`config.mk`:
```
export PLATFORM = sky130hd
export DESIGN_NAME = jump_target_unit
export DESIGN_NICKNAME = d
export VERILOG_FILES = /design/src/rtl/jtu_pkg.sv /design/src/rtl/jtu_datapath.sv /design/src/rtl/jtu_ctrl.sv /design/src/rtl/jump_target_unit.sv
export SDC_FILE = /design/constraint.sdc
export NUM_CORES = 1
export LEC_CHECK = 0
export BUFFER_PORTS_ARGS = -buffer_cell sky130_fd_sc_hd__clkbuf_2
export CORE_MARGIN = 10
export CORE_UTILIZATION = 38
export CTS_BUF_LIST = sky130_fd_sc_hd__clkbuf_8
export CTS_CLUSTER_DIAMETER = 150
export CTS_CLUSTER_SIZE = 25
export DETAILED_ROUTE_END_ITERATION = 8
export PLACE_DENSITY_LB_ADDON = 0.25
export REMOVE_ABC_BUFFERS = 1
export SLEW_MARGIN = 0
export SYNTH_ARGS = -nofsm -noshare
export SYNTH_HDL_FRONTEND = slang
export SYNTH_HIERARCHICAL = 1
export SYNTH_SLANG_ARGS = --single-unit
```
`constraint.sdc`:
```
create_clock -name clk -period 1.96 [get_ports clk]
set_input_delay 0.294 -clock clk [delete_from_list [all_inputs] [get_ports clk]]
set_output_delay 0.294 -clock clk [all_outputs]
set_load 0.01 [all_outputs]
```
`src/rtl/jtu_pkg.sv`:
```
package jtu_pkg;
  typedef struct packed {
    logic loadWrite;
    logic loadRestore;
  } jtuStrobe_t;
endpackage

```
`src/rtl/jtu_datapath.sv`:
```
module jtu_datapath
  import jtu_pkg::*;
#(
  parameter int ADDR_W = 32,
  parameter int COND_W = 32
) (
  input  logic              clk,
  input  logic              rstN,
  input  jtuStrobe_t        strobe,
  input  logic              wrCondMode,
  input  logic [COND_W-1:0] wrCond,
  input  logic [ADDR_W-1:0] wrImm0,
  input  logic [ADDR_W-1:0] wrImm1,
  input  logic [ADDR_W-1:0] restoreTarget,
  output logic [ADDR_W-1:0] target
);
  localparam logic [COND_W-1:0] CondZero = '0;

  logic [ADDR_W-1:0] chosenImm;

  always_comb begin
    if (wrCondMode && (wrCond != CondZero)) chosenImm = wrImm1;
    else                                    chosenImm = wrImm0;
  end

  always_ff @(posedge clk) begin
    if (!rstN)                    target <= '0;
    else if (strobe.loadRestore)  target <= restoreTarget;
    else if (strobe.loadWrite)    target <= chosenImm;
  end
endmodule

```
`src/rtl/jtu_ctrl.sv`:
```
module jtu_ctrl
  import jtu_pkg::*;
(
  input  logic       clk,
  input  logic       rstN,
  input  logic       setIssue,
  input  logic       wrValid,
  input  logic       jmpReq,
  input  logic       otherJump,
  input  logic       restoreEn,
  input  logic       restoreValid,
  output jtuStrobe_t strobe,
  output logic       redirect,
  output logic       trap,
  output logic       stall,
  output logic       validFlag
);
  logic pendingFlag;
  logic jumpDone;

  always_comb begin
    stall    = jmpReq && pendingFlag;
    redirect = jmpReq && !pendingFlag && validFlag;
    trap     = jmpReq && !pendingFlag && !validFlag;
    jumpDone = redirect || trap || otherJump;
    strobe.loadRestore = restoreEn;
    strobe.loadWrite   = wrValid && !restoreEn;
  end

  always_ff @(posedge clk) begin
    if (!rstN) begin
      validFlag   <= 1'b0;
      pendingFlag <= 1'b0;
    end else begin
      if (restoreEn)      validFlag <= restoreValid;
      else if (jumpDone)  validFlag <= 1'b0;
      else if (wrValid)   validFlag <= 1'b1;

      if (setIssue)                  pendingFlag <= 1'b1;
      else if (restoreEn || wrValid) pendingFlag <= 1'b0;
    end
  end
endmodule

```
`src/rtl/jump_target_unit.sv`:
```
module jump_target_unit
  import jtu_pkg::*;
#(
  parameter int ADDR_W = 32,
  parameter int COND_W = 32
) (
  input  logic              clk,
  input  logic              rstN,
  input  logic              setIssue,
  input  logic              wrValid,
  input  logic              wrCondMode,
  input  logic [COND_W-1:0] wrCond,
  input  logic [ADDR_W-1:0] wrImm0,
  input  logic [ADDR_W-1:0] wrImm1,
  input  logic              jmpReq,
  input  logic              otherJump,
  input  logic              restoreEn,
  input  logic [ADDR_W-1:0] restoreTarget,
  input  logic              restoreValid,
  output logic              redirect,
  output logic [ADDR_W-1:0] redirectAddr,
  output logic              trap,
  output logic              stall,
  output logic [ADDR_W-1:0] saveTarget,
  output logic              saveValid
);
  jtuStrobe_t        strobe;
  logic [ADDR_W-1:0] target;

  jtu_ctrl i_ctrl (
    .clk(clk), .rstN(rstN), .setIssue(setIssue), .wrValid(wrValid),
    .jmpReq(jmpReq), .otherJump(otherJump), .restoreEn(restoreEn),
    .restoreValid(restoreValid), .strobe(strobe), .redirect(redirect),
    .trap(trap), .stall(stall), .validFlag(saveValid)
  );

  jtu_datapath #(.ADDR_W(ADDR_W), .COND_W(COND_W)) i_datapath (
    .clk(clk), .rstN(rstN), .strobe(strobe), .wrCondMode(wrCondMode),
    .wrCond(wrCond), .wrImm0(wrImm0), .wrImm1(wrImm1),
    .restoreTarget(restoreTarget), .target(target)
  );

  assign redirectAddr = target;
  assign saveTarget   = target;
endmodule

```
# --- Word level (Yosys, flattened, before mapping) ---
# Cells that the tools add are included.
totals:
  register_bits: 34
  latchBits: 0
  ramBits: 0
  rom_bits: 0
  output_inout_bits: 68
  elab_cells: 27
  memories: 0
classes:
  n_addsub: 0
  n_mul: 0
  div_mod_pow: 0
  order_cmp: 0
  eq_ne: 0
  shift: 0
  n_mux: 8
  n_bitwise: 0
  n_reduce_logical: 16
ops:
  columns: ["operator", "n"]
  rows:
  - ["2-to-1 mux 32 bit", 3]
  - ["nonzero test 32 bit", 1]
  - ["logical AND 1 bit", 6]
  - ["2-to-1 mux 1 bit", 5]
  - ["nonzero test 2 bit", 2]
  - ["zero test 1 bit", 3]
  - ["logical OR 1 bit", 3]
  - ["nonzero test 3 bit", 1]

# --- Longest topological paths before layout ---
# Gate-level depths: netlist of run 1.
depth:
  ltp_word: 7
  ltp_mapped: 7
  depth_no_buf: 5

# --- Modules after synthesis ---
# The synthesis of run 1 kept the hierarchy.
by_module_without_submodules:
  columns: ["mod", "n_inst", "cells_each", "area_per_inst_um2", "seq_area_each_um2"]
  rows:
  - ["jtu_datapath", 1, 197, 1801.7, 640.6]
  - ["jump_target_unit", 1, 32, 240.2, 0.0]
  - ["jtu_ctrl", 1, 13, 127.6, 40.0]

# --- Worst setup path after synthesis of run 1 ---
# OpenSTA, ideal clock, no wires.
synth_timing:
  path_type: "input-to-reg"
  from: "input port wrCond[28]"
  to: "register i_datapath.target[0]"
  setup_time_ps: 122
  t_arrival_ps: 1595
  path_slack_ps: 243
  stages: 6
  path_buffers: 1
  path_cell_list: "nor4_1 > nand2_1 > o41ai_4 > nor2_2 > buf_6 > a221o_1"
synth_via:
  elab_chain_cells: 5
synth_lines:
  columns: ["item", "line_no", "source"]
  rows:
  - ["start, declared", "jump_target_unit.sv:12", "input logic [COND_W-1:0] wrCond,"]
  - ["nonzero test 32 bit", "jtu_datapath.sv:22", "if (wrCondMode && (wrCond != CondZero)) chosenImm = wrImm1;"]
  - ["logical AND 1 bit", "jtu_datapath.sv:22", null]
  - ["2-to-1 mux 32 bit", "jtu_datapath.sv:22", null]
  - ["2-to-1 mux 32 bit", "jtu_datapath.sv:29", "else if (strobe.loadWrite) target <= chosenImm;"]
  - ["2-to-1 mux 32 bit", "jtu_datapath.sv:28", "else if (strobe.loadRestore) target <= restoreTarget;"]
  - ["end signal, assigned", "jtu_datapath.sv:28", null]
  - ["end signal, assigned", "jtu_datapath.sv:29", null]
  - ["end, declared", "jtu_datapath.sv:15", "output logic [ADDR_W-1:0] target"]
# Every way passes these cells. The select of a mux whose other input is x is not followed.
# A chain may end at the register's enable or synchronous reset.

# --- Worst setup path after layout of run 1 ---
layout_timing:
  from: "input port wrCond[27]"
  to: "register i_datapath.target[16]"
# The elaborated chain is that of the path after synthesis.

==> run summary, run 1 <==
outcome: finished clean
Total Wirelength: 8.349 mm
Final WS setup: 309.8 ps
Final Cycle Share: 0.8420
layout cells sized above 1: 0.5550
Distinct cells, synth: 24
Clock Power Share: 0.288
Max Fclk: 0.6060 GHz
# Max-Cap Violations: 0
Setup crit end kind: register
drt drc: 0
DR iter-0 viols: 97
Worst-Margin Slew: 401.2 ps
Final Hold Vio Count: 0
worst stage delay on the critical path: 430 ps
Switching Fraction: 0.2791
share of Yosys cell area claimed by the top area cell type: 0.3137
CTS tree: yes
critical path data arrival time: 1810 ps
vias in the first global route: 2529
Worst-path clk slew: 70 ps
Clk Latency, worst-skew pair: 280 ps
cell area after synthesis: 0.002170 sq mm
largest net degree at the start of global routing: 43
largest cells by area after synthesis: dfxtp_1 31%, a221o_1 14%, buf_4 11%
fin crit period: 1650 ps
CP max-delay cell: o41ai_4
vias per std cell: 4.990
sw power: 0.0004916 W
Hold Crit Class: in2reg
root buffer cell: clkbuf_8
cell taking the most area after synthesis: dfxtp_1
post-cts sizing count: 0
GRT Overall Usage: 0.1736
initial antenna violation count: 0
number of buffers added on ports: 204
drt wl/cell: 17.36 um
Layout Skew: 0.3437 ps
first-pass GRT wire length: 12.64 mm
Worst Reg-to-Reg Cells: 4
EDFF count, synth: 0
die height: 95.56 um
Initial Utilization: 0.3916
critical path, cell by cell: clkbuf_2, nor4_1, nand2_1, o41ai_4, nor2_2, buf_4, a221o_1
fin. max-slew vios: 0
startpoint class of the critical path: primary input
Hold Slack: 223.9 ps
sequential area share after synthesis: 0.3137
Comb pwr share: 0.271
Crit Path Max Fanout: 11
Critical Path RT: 2120 ps
Slew headroom: 0.7325
Cells after Synth: 242
flip-flop and latch area: 680.7 sq um
core box area: 0.005540 sq mm
Setup Fix Bufs, Post-CTS: 0
grt ovf: 0
post-synthesis register bit count: 34
pre-CTS setup slack: -2.082 ps
CTS Hold Bufs: 0
cell leakage power: 1.577 nW
Post-synth top cells: 34 x dfxtp_1, 34 x nor2b_1, 33 x buf_4
synthesized area per cell: 8.965 sq um
Die X: 95.56 um
Pwr Density: 566.3 mW/mm^2
Setup TNS: 0 ps
Die Area: 0.009132 sq mm
fillers: 548
post-synthesis async set-or-reset flop share: 0
via count: 2400
nets@finish: 547
ant diodes: 0
DRT Pass-1 Iters: 4
CTS buffer count: 5
H-tree depth: 2
worst hold path stage count: 2
FP Rows: 27
Peak VDD IR: 0.2906 mV
prevailing post-synth register cell: dfxtp_1
Num Clock Sinks: 34
Multi-input gate area: 0.001124 sq mm
Yosys Warn Count: 6
Max Buffers Root-to-Sink: 2
Top Ports: 205
RSZ-0062 raised after global routing: false
Reg power frac: 0.441
kind of critical path: in2reg
Int Pwr: 0.001270 W
final setup vio count: 0
GPL Wtd Cong: 0.7934
DP HPWL: 6.915 mm
Area Growth Syn to Fin: 43.37%
Final ANT Viol Nets: 0
[cell usage in the layout (no fill, tap or decap), types with 2 or more instances in the layout]
master    netlist  layout
a21oi_1        32      32
nor4_1          8       8
nor3b_1        32      32
clkbuf_8        0       6
and2_1          2       2
buf_12          0       3
dfxtp_1        34      34
clkbuf_2        0     204
a221o_1        30      30
buf_4          33       7
nand2_1         5       5
nor2b_1        34      33
[worst paths after layout]
kind	slack, ps	start	to
min	220	otherJump	i_ctrl/validFlag$_SDFFE_PN0P_
max reg2reg	910	i_datapath/target[26]$_SDFFE_PN0P_	i_datapath/target[26]$_SDFFE_PN0P_
min reg2reg	600	i_ctrl/pendingFlag$_SDFFE_PN0P_	i_ctrl/validFlag$_SDFFE_PN0P_
max	310	wrCond[27]	i_datapath/target[16]$_SDFFE_PN0P_
[sequential cells by signal, indices dropped and copies added (netlist names)]
register / cells
i_ctrl/pendingFlag: 1
i_ctrl/validFlag: 1
i_datapath/target: 32
[final cells by class]
class | count | area share
multi-input combinational | 155 | 0.3612
timing repair buffer | 214 | 0.3644
clock buffer | 6 | 0.02655
tap | 72 | 0.02896
sequential | 34 | 0.2188
[stage by stage]
step	util	std cells	cell area (sq um)	total power, W
4_1_cts	0.5614	481	3110	0.001790
3_5_place_dp	0.5465	475	3028	0.001277
2_1_floorplan	-	189	1802	0.0009727
3_3_place_gp	0.5465	475	3028	0.001270
6_report	0.5614	481	3110	0.001761
5_1_grt	0.5614	481	3110	0.001866
[layer usage]
metal  routed length (um)  global-route usage  part of all wire
met2                 4137              0.3014              0.50
met3                  843             0.07070              0.10
met5                    0                   0                 0
met4                  104             0.04791             0.012
met1                 3263              0.1909              0.39
[power by group through the flow]
stage / Clock, W / Sequential [W] / Combinational, W
4_1_cts: 0.000526 / 0.000777 / 0.000487
2_1_floorplan: 0 / 0.000834 / 0.000139
3_5_place_dp: 0 / 0.000792 / 0.000485
5_1_grt: 0.000553 / 0.000784 / 0.000529
6_report: 0.000507 / 0.000776 / 0.000478
3_3_place_gp: 0 / 0.000791 / 0.000479
[kinds of logic (layout without fill, tap and decap cells)]
family | count (synthesis) | in the layout | share of synthesized area
AOI/OAI and AO/OA | 68 | 68 | 0.2474
DFF | 34 | 34 | 0.3137
and+or+nand+nor | 86 | 86 | 0.2647
buffers and inverters | 53 | 220 | 0.1695
muxes | 1 | 1 | 0.004614
[critical path: cells and delay by family]
kind,cells,cell delay [ps]
buf+inv,2,270
compound gates,2,730
simple gates,3,530
Note: power is estimated with default switching activity, not from simulation.
==> inputs of run 2 (changes only) <==
Clock period 1.96 ns to 1.55 ns, I/O delays scaled along.
==> run summary, run 2 (synthesis results as in run 1) <==
Final WS setup: -58.69 ps (-368.5 ps)
drt wl/cell: 17.98 um (+3.6%)
CTS Hold Bufs: 0 (unchanged)
Total Wirelength: 8.736 mm (+4.6%)
fin. max-slew vios: 0 (unchanged)
GR peak layer: met2
H-tree depth: 2 (unchanged)
nets@finish: 550 (+0.55%)
Setup crit end kind: register
first-pass GRT wire length: 12.59 mm (-0.44%)
Initial Utilization: 0.3916 (unchanged)
root buffer cell: clkbuf_8
Worst-path clk slew: 70 ps (about the same)
Top Registers: i_datapath/target (32), i_ctrl/pendingFlag (1), i_ctrl/validFlag (1)
Crit Path Max Fanout: 15 (+4)
M3 GR Usage: 0.04949 (-0.02121)
most frequent cells in the layout: 202 x clkbuf_2, 34 x dfxtp_1, 33 x nor2b_1, 32 x nor3b_1, 32 x a21oi_1
critical path, cell by cell: buf_6, nor4_4, nand2_2, o41ai_4, nor2_4, buf_12, a221o_2
largest reg by FF count: i_datapath/target
die height: 95.56 um (unchanged)
Final Hold Vio Count: 0 (unchanged)
worst stage delay on the critical path: 480 ps (+50 ps)
layout cells sized above 1: 0.5725 (+0.01745)
Die Area: 0.009132 sq mm (unchanged)
kind of critical path: in2reg
Die X: 95.56 um (unchanged)
critical path data arrival time: 1780 ps (-30 ps)
Slew headroom: 0.6353 (-0.09725)
Clk Latency, worst-skew pair: 270 ps (about the same)
Peak VDD IR: 0.2936 mV (+1.0%)
FF-to-FF setup slack: 500 ps (-410 ps)
Setup TNS: -754.2 ps (-754.2 ps)
startpoint class of the critical path: primary input
flip-flop and latch area: 680.7 sq um (unchanged)
FP Rows: 27 (unchanged)
fillers: 517 (-5.7%)
Pwr Density: 698.6 mW/mm^2 (+23%)
Area Growth Syn to Fin: 50.00%
Max Buffers Root-to-Sink: 2 (unchanged)
Top Ports: 205 (unchanged)
drt drc: 0 (unchanged)
Multi-input gate area: 0.001181 sq mm (+5.1%)
core box area: 0.005540 sq mm (unchanged)
number of buffers added on ports: 204 (unchanged)
Critical Path RT: 1720 ps (-400 ps)
vias per std cell: 4.969 (-0.41%)
initial antenna violation count: 0 (unchanged)
ant diodes: 0 (unchanged)
Hold Crit Class: in2reg
CTS buffer count: 5 (unchanged)
DR iter-0 viols: 101 (+4.1%)
outcome: finished, violations left
cell leakage power: 1.622 nW (+2.9%)
CP max-delay cell: o41ai_4
fin crit period: 1609 ps
total power: 0.002273 W (+29%)
grt ovf: 0 (unchanged)
Layout Skew: 0.3841 ps (+0.04033 ps)
GR Layer Usage met2: 0.3014 (unchanged)
Max Fclk: 0.6216 GHz
max FFs per register: 32 (unchanged)
failing checks: negative setup slack
Hold Slack: 167.0 ps (-56.90 ps)
GRT Overall Usage: 0.1714 (-0.002139)
Num Clock Sinks: 34 (unchanged)
RSZ-0062 raised after global routing: true
WP buf/inv: 2 (unchanged)
via count: 2415 (+0.63%)
most common cell after layout, fill and taps aside: clkbuf_2
final setup vio count: 30 (+30)
Final Cycle Share: 1.038
CP delay by family, top: compound AO/OA/AOI/OAI gates
vias in the first global route: 2530 (+0.040%)
DRT Pass-1 Iters: 4 (unchanged)
CTS tree: yes
largest net degree at the start of global routing: 56 (+30%)
Worst-Margin Slew: 547.1 ps (+145.9 ps)
# Max-Cap Violations: 0 (unchanged)
DP HPWL: 6.933 mm (+0.25%)
GPL Wtd Cong: 0.7955 (+0.26%)
Final ANT Viol Nets: 0 (unchanged)
met1 Use GR: 0.1989 (+0.008001)
## run 2: changes by cell type in the layout (fill, tap and decap cells not counted), moves of 2 or more
cell	change
nor4_2	+3
clkbuf_2	-2
clkbuf_16	+2
nor4_1	-5
buf_6	+4
nor4_4	+2
## run 2: cell type report
| cell class | count | area share |
|---|---|---|
| tap | 72 | 0.02768 |
| timing repair buffer | 217 | 0.3722 |
| clock buffer | 6 | 0.02537 |
| clock inverter | 2 | 0.002691 |
| multi-input combinational | 155 | 0.3629 |
| sequential | 34 | 0.2092 |
## run 2: metrics by stage
stage / cell area (sq um) / utilization / instances / worst slack, ps
6_report: 3254 / 0.5874 / 486 / -58.69
5_1_grt: 3254 / 0.5874 / 486 / -111.6
4_1_cts: 3148 / 0.5682 / 484 / -35.56
3_5_place_dp: 3035 / 0.5479 / 476 / -343.1
3_3_place_gp: 3035 / 0.5479 / 476 / -317.6
2_1_floorplan: 1802 / - / 189 / -1111
## run 2: final timing paths
path,start,endpoint,cells after the start
worst max-delay path,wrCond[4],i_datapath/target[26]$_SDFFE_PN0P_,7
worst min-delay path,setIssue,i_ctrl/pendingFlag$_SDFFE_PN0P_,2
worst max register to register,i_datapath/target[26]$_SDFFE_PN0P_,i_datapath/target[26]$_SDFFE_PN0P_,4
worst min register to register,i_ctrl/pendingFlag$_SDFFE_PN0P_,i_ctrl/validFlag$_SDFFE_PN0P_,2
## run 2: layer usage
metal	up-vias	part of all wire	routed length, um
li1	1206	-	-
met1	1079	0.40	3529
met2	124	0.50	4335
met3	6	0.091	797
met4	0	0.0085	74
met5	-	0	0
## run 2: power breakdown
part	total, W	switching [W]	internal [W]
clock	0.000661	0.000309	0.000352
combinational	0.000630	0.000292	0.000338
sequential	0.000983	0.0000463	0.000936
total	0.00227	0.000647	0.00163
## run 2: worst reg2reg max path: stages, from the launching register on
cell	delay [ps]
dfxtp_1	340
nor3b_1	140
a21oi_1	130
nor2b_1	50
a221o_2	290
## run 2: repair_timing
action / in CTS / in global routing
setup endpoints to repair: 15 / 32
pin swaps: 1 / 21
setup buffers: 0 / 0
gates cloned: 0 / 2
resized for setup: 4 / 10
==> inputs of run 3 (changes only) <==
Settings changed: BUFFER_PORTS_ARGS -buffer_cell sky130_fd_sc_hd__clkbuf_2 to unset, CORE_UTILIZATION 38 to 60, DONT_BUFFER_PORTS set to 1, GPL_ROUTABILITY_DRIVEN set to 0.
==> run summary, run 3 (synthesis results as in run 1) <==
Final Hold Vio Count: 0 (unchanged)
GRT Overall Usage: 0.1942 (+0.02274)
first-pass GRT wire length: 9.832 mm (-22%)
Max Fclk: 0.6812 GHz (+9.6%)
Placed Cells: 241 (-49%)
Worst-Margin Slew: 336.4 ps (-210.7 ps)
number of buffers added on ports: 0 (-100%)
H-tree depth: 2 (unchanged)
final non-filler cell total: 248 (-49%)
DP Area: 0.001932 sq mm (-36%)
kind of critical path: in2reg
most common cell after layout, fill and taps aside: dfxtp_1
Max Buffers Root-to-Sink: 2 (unchanged)
post-route cell area: 0.002071 sq mm (-36%)
CP max-delay cell: o41ai_4
DR iter-0 viols: 63 (-38%)
critical path data arrival time: 1620 ps (-160 ps)
FP Rows: 21 (-22%)
largest reg by FF count: i_datapath/target
CP delay by family, top: compound AO/OA/AOI/OAI gates
Total Wirelength: 6.736 mm (-23%)
# Max-Cap Violations: 0 (unchanged)
DRT Pass-1 Iters: 4 (unchanged)
via count: 1701 (-30%)
drt wl/cell: 27.16 um (+51%)
Crit Path Max Fanout: 15 (unchanged)
max FFs per register: 32 (unchanged)
layout cells sized above 1: 0.1139 (-0.4586)
Layout Skew: 0.01457 ps (-0.3695 ps)
CTS buffer count: 5 (unchanged)
outcome: finished clean
Final Cycle Share: 0.9470 (-0.09083)
fillers: 293 (-43%)
CTS Hold Bufs: 0 (unchanged)
CTS tree: yes
initial antenna violation count: 0 (unchanged)
Die X: 80.13 um (-16%)
Peak VDD IR: 0.5532 mV (+88%)
fin. max-slew vios: 0 (unchanged)
flip-flop and latch area: 680.7 sq um (unchanged)
vias per std cell: 6.859 (+38%)
Setup crit end kind: register
Worst-path clk slew: 60 ps (about the same)
DP HPWL: 5.329 mm (-23%)
Top Ports: 205 (unchanged)
post-layout util: 0.6062 (+0.01883)
WP buf/inv: 1 (-1)
Area Growth Syn to Fin: -4.556%
Num Clock Sinks: 34 (unchanged)
ant diodes: 0 (unchanged)
vias in the first global route: 1789 (-29%)
fin crit period: 1468 ps (-140.8 ps)
core box area: 0.003416 sq mm (-38%)
worst stage delay on the critical path: 410 ps (-70 ps)
startpoint class of the critical path: primary input
Die Area: 0.006421 sq mm (-30%)
most frequent cells in the layout: 34 x dfxtp_1, 33 x nor2b_1, 32 x nor3b_1, 32 x a21oi_1, 30 x a221o_1
die height: 80.13 um (-16%)
drt drc: 0 (unchanged)
largest net degree at the start of global routing: 70 (+25%)
Hold Crit Class: in2reg
Pwr Density: 1004 mW/mm^2 (+44%)
Multi-input gate area: 0.001142 sq mm (-3.3%)
Critical Path RT: 1710 ps (about the same)
Top Registers: i_datapath/target (32), i_ctrl/pendingFlag (1), i_ctrl/validFlag (1)
nets@finish: 339 (-38%)
critical path, cell by cell: nor4_2, nand2_1, o41ai_4, nor2_2, buf_6, a221o_2
Initial Utilization: 0.6352 (+0.2436)
grt ovf: 0 (unchanged)
Final ANT Viol Nets: 0 (unchanged)
Clk Latency, worst-skew pair: 270 ps (about the same)
root buffer cell: clkbuf_8
final setup vio count: 0 (-100%)
cell leakage power: 0.7020 nW (-57%)
Slew headroom: 0.7757 (+0.1404)
-- run 3: changes by cell type in the layout (fill, tap and decap cells not counted), sizes merged --
cell and change:
inv -1, bufinv +1, buf -7, clkbuf -204, clkinv -1
-- run 3: final cells by class --
cell class                 instances  area share
clock buffer                       6     0.03988
clock inverter                     1     0.01450
multi-input combinational        155      0.5517
sequential                        34      0.3287
tap                               46     0.02779
timing repair buffer               6     0.03746
-- run 3: timing repair --
action | 4_1_cts | 5_1_grt
setup buffers | 0 | 0
resized for setup | 0 | 5
setup endpoints to repair | 0 | 31
-- run 3: path summary, 6_finish.rpt --
| path | start | to | slack, ps | cells after the start |
|---|---|---|---|---|
| max | wrCond[1] | i_datapath/target[26]$_SDFFE_PN0P_ | 80 | 6 |
| min | otherJump | i_ctrl/validFlag$_SDFFE_PN0P_ | 60 | 1 |
| max reg2reg | i_datapath/target[18]$_SDFFE_PN0P_ | i_datapath/target[18]$_SDFFE_PN0P_ | 400 | 4 |
| min reg2reg | i_ctrl/pendingFlag$_SDFFE_PN0P_ | i_ctrl/validFlag$_SDFFE_PN0P_ | 610 | 2 |
-- run 3: through the flow --
step                      power (W)  TNS [ps]  hold WS (ps)  setup slack, ps
after floorplan            0.001230    -34040         332.7            -1111
after global placement     0.001278     -4600         335.8           -180.4
after detailed placement   0.001291     -6300         347.1           -245.2
after CTS                  0.002106         0         51.81            53.80
after global routing       0.002184    -20.40         43.49           -20.40
final                      0.002079         0         60.98            82.09
-- run 3: power breakdown --
part,switching [W],internal [W],total (W)
clock,0.000296,0.000514,0.000810
combinational,0.0000823,0.000129,0.000211
sequential,0.000121,0.000936,0.00106
total,0.000499,0.00158,0.00208
-- run 3: routing by layer --
| layer | track usage | up-vias | wire length (um) |
|---|---|---|---|
| met3 | 0.1180 | 15 | 1022 |
| met4 | 0.07570 | 0 | 142 |
| li1 | - | 782 | - |
| met1 | 0.1890 | 768 | 2223 |
| met5 | 0 | - | 0 |
| met2 | 0.3283 | 136 | 3348 |
